<file path="src/rtl/rfsk_pkg.sv">
package rfsk_pkg;
  localparam int unsigned RFSK_FW = 48;

  typedef enum logic [1:0] {
    OP_HOLD  = 2'd0,
    OP_UP    = 2'd1,
    OP_DOWN  = 2'd2,
    OP_CLEAR = 2'd3
  } rfsk_op_e;
endpackage

</file>
<file path="src/rtl/rfsk_rst_sync.sv">
module rfsk_rst_sync #(
  parameter int unsigned STAGES = 2
) (
  input  logic clk_i,
  input  logic rst_ni,
  output logic rst_no
);
  logic [STAGES-1:0] sync_q;

  always_ff @(posedge clk_i or negedge rst_ni) begin
    if (!rst_ni) sync_q <= '0;
    else         sync_q <= {sync_q[STAGES-2:0], 1'b1};
  end

  assign rst_no = sync_q[STAGES-1];
endmodule

</file>
<file path="src/rtl/rfsk_step_unit.sv">
module rfsk_step_unit
  import rfsk_pkg::*;
#(
  parameter int unsigned FW = RFSK_FW
) (
  input  rfsk_op_e        op_i,
  input  logic [FW-1:0]   off_i,
  input  logic [FW-1:0]   step_i,
  input  logic [FW-1:0]   span_i,
  output logic [FW-1:0]   off_o
);
  logic [FW:0] sum_w;

  always_comb begin
    sum_w = {1'b0, off_i} + {1'b0, step_i};
    unique case (op_i)
      OP_UP:    off_o = (sum_w >= {1'b0, span_i}) ? span_i : sum_w[FW-1:0];
      OP_DOWN:  off_o = (step_i >= off_i) ? '0 : (off_i - step_i);
      OP_CLEAR: off_o = '0;
      default:  off_o = off_i;
    endcase
  end
endmodule

</file>
<file path="src/rtl/rfsk_ramp_ctrl.sv">
module rfsk_ramp_ctrl
  import rfsk_pkg::*;
#(
  parameter int unsigned FW = RFSK_FW
) (
  input  logic          clk_i,
  input  logic          rst_ni,
  input  logic [FW-1:0] f_lo_i,
  input  logic [FW-1:0] f_hi_i,
  input  logic [FW-1:0] step_i,
  input  logic          tick_i,
  input  logic          fsk_i,
  input  logic          clr_i,
  output logic [FW-1:0] freq_o,
  output logic [FW-1:0] lo_o,
  output logic [FW-1:0] hi_o,
  output logic          key_o,
  output logic          done_o
);
  rfsk_op_e      op_d;
  logic          ld_en;
  logic [FW-1:0] span_d;
  logic [FW-1:0] off_d, off_q;
  logic [FW-1:0] lo_q, hi_q;
  logic          key_q;

  always_comb begin
    if (clr_i)       op_d = OP_CLEAR;
    else if (tick_i) op_d = fsk_i ? OP_UP : OP_DOWN;
    else             op_d = OP_HOLD;
    ld_en  = (op_d != OP_HOLD);
    span_d = f_hi_i - f_lo_i;
  end

  rfsk_step_unit #(.FW(FW)) u_step (
    .op_i   (op_d),
    .off_i  (off_q),
    .step_i (step_i),
    .span_i (span_d),
    .off_o  (off_d)
  );

  always_ff @(posedge clk_i or negedge rst_ni) begin
    if (!rst_ni) begin
      off_q <= '0;
      lo_q  <= '0;
      hi_q  <= '0;
    end else if (ld_en) begin
      off_q <= off_d;
      lo_q  <= f_lo_i;
      hi_q  <= f_hi_i;
    end
  end

  always_ff @(posedge clk_i or negedge rst_ni) begin
    if (!rst_ni) key_q <= 1'b0;
    else         key_q <= fsk_i;
  end

  assign freq_o = lo_q + off_q;
  assign lo_o   = lo_q;
  assign hi_o   = hi_q;
  assign key_o  = key_q;
  assign done_o = key_q ? (freq_o == hi_q) : (off_q == '0);
endmodule

</file>
<file path="src/rtl/rfsk_phase_acc.sv">
module rfsk_phase_acc
  import rfsk_pkg::*;
#(
  parameter int unsigned FW = RFSK_FW
) (
  input  logic          clk_i,
  input  logic          rst_ni,
  input  logic [FW-1:0] incr_i,
  output logic [FW-1:0] phase_o
);
  logic [FW-1:0] phase_d, phase_q;

  always_comb phase_d = phase_q + incr_i;

  always_ff @(posedge clk_i or negedge rst_ni) begin
    if (!rst_ni) phase_q <= '0;
    else         phase_q <= phase_d;
  end

  assign phase_o = phase_q;
endmodule

</file>
<file path="src/rtl/rfsk_sweep.sv">
module rfsk_sweep
  import rfsk_pkg::*;
#(
  parameter int unsigned FW = RFSK_FW
) (
  input  logic          clk_i,
  input  logic          rst_ni,
  input  logic [FW-1:0] f_lo_i,
  input  logic [FW-1:0] f_hi_i,
  input  logic [FW-1:0] step_i,
  input  logic          tick_i,
  input  logic          fsk_i,
  input  logic          clr_acc_i,
  output logic [FW-1:0] freq_o,
  output logic          done_o,
  output logic [FW-1:0] phase_o
);
  logic          rst_n_s;
  logic          rst_n_int;
  logic [FW-1:0] lo_lat, hi_lat;
  logic          key_lat;

  rfsk_rst_sync #(.STAGES(2)) u_rst (
    .clk_i  (clk_i),
    .rst_ni (rst_ni),
    .rst_no (rst_n_s)
  );

  // assertion is immediate, release waits for the synchronizer
  assign rst_n_int = rst_ni & rst_n_s;

  rfsk_ramp_ctrl #(.FW(FW)) u_ramp (
    .clk_i  (clk_i),
    .rst_ni (rst_n_int),
    .f_lo_i (f_lo_i),
    .f_hi_i (f_hi_i),
    .step_i (step_i),
    .tick_i (tick_i),
    .fsk_i  (fsk_i),
    .clr_i  (clr_acc_i),
    .freq_o (freq_o),
    .lo_o   (lo_lat),
    .hi_o   (hi_lat),
    .key_o  (key_lat),
    .done_o (done_o)
  );

  rfsk_phase_acc #(.FW(FW)) u_phase (
    .clk_i   (clk_i),
    .rst_ni  (rst_n_int),
    .incr_i  (freq_o),
    .phase_o (phase_o)
  );
endmodule

</file>
<file path="config.mk">
export PLATFORM = sky130hd
export DESIGN_NAME = rfsk_sweep
export DESIGN_NICKNAME = d
export VERILOG_FILES = /design/src/rtl/rfsk_pkg.sv /design/src/rtl/rfsk_rst_sync.sv /design/src/rtl/rfsk_step_unit.sv /design/src/rtl/rfsk_ramp_ctrl.sv /design/src/rtl/rfsk_phase_acc.sv /design/src/rtl/rfsk_sweep.sv
export SDC_FILE = /design/constraint.sdc
export NUM_CORES = 1
export LEC_CHECK = 0
export ABC_AREA = 0
export BUFFER_PORTS_ARGS = -buffer_cell sky130_fd_sc_hd__buf_2
export CAP_MARGIN = 20
export CORE_ASPECT_RATIO = 0.8
export CORE_UTILIZATION = 55
export CTS_BUF_LIST = sky130_fd_sc_hd__clkbuf_4 sky130_fd_sc_hd__clkbuf_8 sky130_fd_sc_hd__clkbuf_16
export DETAILED_ROUTE_END_ITERATION = 10
export PLACE_DENSITY = 0.75
export SETUP_SLACK_MARGIN = 0.1
export SKIP_CTS_REPAIR_TIMING = 1
export SLEW_MARGIN = 5
export SYNTH_ARGS = -nofsm -noshare
export SYNTH_HDL_FRONTEND = slang
export SYNTH_SLANG_ARGS = --single-unit
export TNS_END_PERCENT = 5
</file>
<file path="constraint.sdc">
create_clock -name clk_i -period 15.27 [get_ports clk_i]
set_input_delay 2.2905 -clock clk_i [delete_from_list [all_inputs] [get_ports clk_i]]
set_output_delay 2.2905 -clock clk_i [all_outputs]
set_load 0.01 [all_outputs]
</file>
==> flow_summary.ini <==
[outcome]
status = completed

[timing]
finalCritPeriodShare_pct = 54.3
worst_pin_slew_ns = 1.09
slew_viol_final = 0
relSlewSlack_pct = 27.2
rsz0062_at_grt = no
finalHoldViolCount = 0
setup_viol = 0
fin_ws_ns = 6.98
clock_skew_ns = 0.0176
finalSetupTns_ns = 0
max_freq_mhz = 121
whs_ns = 0.359
period_minus_slack_ns = 8.29

[routing]
first_pass_iters = 6
routedWlPerCell_um = 21.9
drtIter0Drc = 2011
routed_via_density = 6.47
drc = 0
finalWirelength_um = 78800
ant_nets = 0
num_vias = 23259

[floorplanning]
rows = 66
initial_utilization_pct = 56.3
die_h_um = 185
die_x_um = 231
coreArea_sq_um = 41000
ioPinCount = 246
dieArea_sq_um = 42700

[global_routing]
grt_pass1_vias = 21222
grt_usage_pct = 36.2
grt_first_pass_wirelength_um = 120000
grt_max_degree = 193
overflow = 0
grt_antenna_before_repair = 2

[power]
power_frac_comb_pct = 71.5
p_clk_share_pct = 10.4
power_density_nw_per_um2 = 184
seqPwrFrac_pct = 18.2
p_int_mw = 2.22
switching_share_pct = 51.8
power.switching_mw = 2.39
peakVddDrop_v = 0.000108
leakage_nw = 12.0

[clocking]
clockBufferDepth = 2
cts_tree = built
path_clk_slew_ns = 0.08
clock_latency_ns = 0.46
cts_made_buffers = 17
cts-htree-levels = 4
clock-sinks = 195
cts_root_buf = clkbuf_16

[yosys]
synth_cell_types = 98
synth_fa_ha_area_share_pct = 15.8
yosysWarningCount = 0
synth-edff-count = 0
synth_compound_area_share_pct = 27.0
syn_inst = 2891
synthArstFlopShare_pct = 100
syn_avg_cell_area_sq_um = 7.97
yosys.area_share.xor_xnor_pct = 10.5
ys_ff_latch = 195
synth_flop_cell = dfrtp_1
synth-simple-area-share_pct = 17.5
synth_top_family_by_area = compound AO/OA/AOI/OAI gates
syn_area_sq_um = 23100
synth_mux_area_share_pct = 2.58
synth_nets = 3329
seq_area_frac_synth_pct = 21.2

[worst_setup_path]
timing.rr.start = u_ramp.off_q[27]
crit_path_end_kind = register
cp.required_ns = 15.64
crit_arrival_ns = 8.66
crit_fanout = 35
critPathLaunch = step_i[1]
start_kind = input pin
reg2reg_slack_ns = 8.40
critPathKind = input pin to register

[placement]
placed_area_sq_um = 24500
place_congestion = 1.00
place_ws_ns = 6.63
dp_hpwl_um = 64300
port_buffers = 245

[worst_hold_path]
worst_hold_startpoint = u_rst.sync_q[0]
hold_class = register to register

[flow_run]
max-cap-violations = 0

[cells_and_area]
final_net_count = 3474
drive_above_1_share_pct = 12.4
final_common_cell = ha_1
design_area_sq_um = 25100
fin_util_pct = 61.3
seqCellArea_sq_um = 4880
final_cell_mix = ha_1, a21oi_1, buf_2
area_delta_synth_final_pct = 8.99
multi_input_area_sq_um = 17000
n_fill_cell = 3699
## final timing paths
kind                                        to  cells past startpoint
hold reg to reg                u_rst.sync_q[1]                      0
min in group asynchronous   u_phase.phase_o[3]                      1
setup reg to reg               u_ramp.off_q[1]                     19
setup / recovery               u_ramp.off_q[1]                     24
hold / removal                 u_rst.sync_q[1]                      0
max in group asynchronous  u_phase.phase_o[39]                      4
## layer usage
| metal | global-route usage [%] | up-vias | share of wire, % |
|---|---|---|---|
| li1 | - | 10811 | - |
| met1 | 53.9 | 11139 | 47 |
| met2 | 52.7 | 1192 | 41 |
| met3 | 5.00 | 115 | 9.4 |
| met4 | 12.6 | 2 | 3.2 |
| met5 | 0 | - | 0.016 |
## sequential cells by signal, indices dropped and copies added, names as in the netlist
register / count
u_phase.phase_o: 48
u_ramp.off_q: 48
u_ramp.key_o: 1
u_ramp.lo_o: 48
u_ramp.hi_o: 48
u_rst.sync_q: 2
## cell usage after synthesis (25+ instances only)
cell type  number  area [sq um]
ha_1          284          3550
a21oi_1       262          1310
nor2_1        239           897
nand2_1       224           841
dfrtp_1       195          4880
inv_1         182           683
xnor2_1       169          1480
o21ai_0       166           831
a21o_1        117           878
clkbuf_1       90           338
nand3_1        79           395
xor2_1         79           692
mux2_2         51           574
nor3_1         47           235
nand4_1        46           288
a22oi_1        45           338
o211ai_1       45           338
o21a_1         43           323
nand2b_1       40           250
o21bai_1       37           278
nor4_1         33           206
nor2b_1        26           163
a31oi_1        25           156
## cell families (layout without fill, tap and decap cells)
group | after synthesis | after routing
mux | 53 | 53
fa+ha+maj | 289 | 289
flops | 195 | 195
simple gates | 840 | 840
compound gates | 941 | 941
other cells | 1 | 4
buf+inv | 313 | 471
xor+xnor | 259 | 259
## final cells by class
cell class              instances  area share, %
diodes                          3         0.0299
clock buffers                  19           1.80
clock inverters                13          0.598
inverters                     184           2.75
multi-input cells            2383           67.5
flip-flops and latches        195           19.4
well taps                     544           2.71
repair buffers                255           5.22
## power groups by stage
stage | clock (mW) | combinational [mW] | sequential (mW)
4_1_cts | 0.483 | 3.23 | 0.826
6_report | 0.478 | 3.30 | 0.837
5_1_grt | 0.499 | 3.59 | 0.843
2_1_floorplan | 0 | 2.37 | 0.789
3_3_place_gp | 0 | 3.12 | 0.829
3_5_place_dp | 0 | 3.20 | 0.836
## metrics by stage
step | cells | power (mW)
global route | 3594 | 4.93
detailed placement | 3561 | 4.03
global placement | 3560 | 3.94
floorplan | 2891 | 3.16
CTS | 3593 | 4.53
finish | 3596 | 4.61
## critical path, cell delays in order
cell	delay [ns]
buf_2	0.11
inv_1	0.14
ha_1	0.29
nor2b_1	0.19
o211ai_1	0.15
a21oi_1	0.24
a221o_1	0.29
nand4_1	0.17
o31ai_1	0.68
a21boi_1	0.18
o41a_1	0.50
or4_1	0.40
and3_1	0.21
ha_1	0.32
a21o_1	0.16
a21oi_1	0.13
o22ai_1	0.09
nor3_1	0.14
o21ai_0	0.12
nor2_2	0.52
nand3_1	0.48
buf_4	0.42
and3_1	0.24
o31ai_1	0.18
Note: power is estimated with default switching activity, not from simulation.
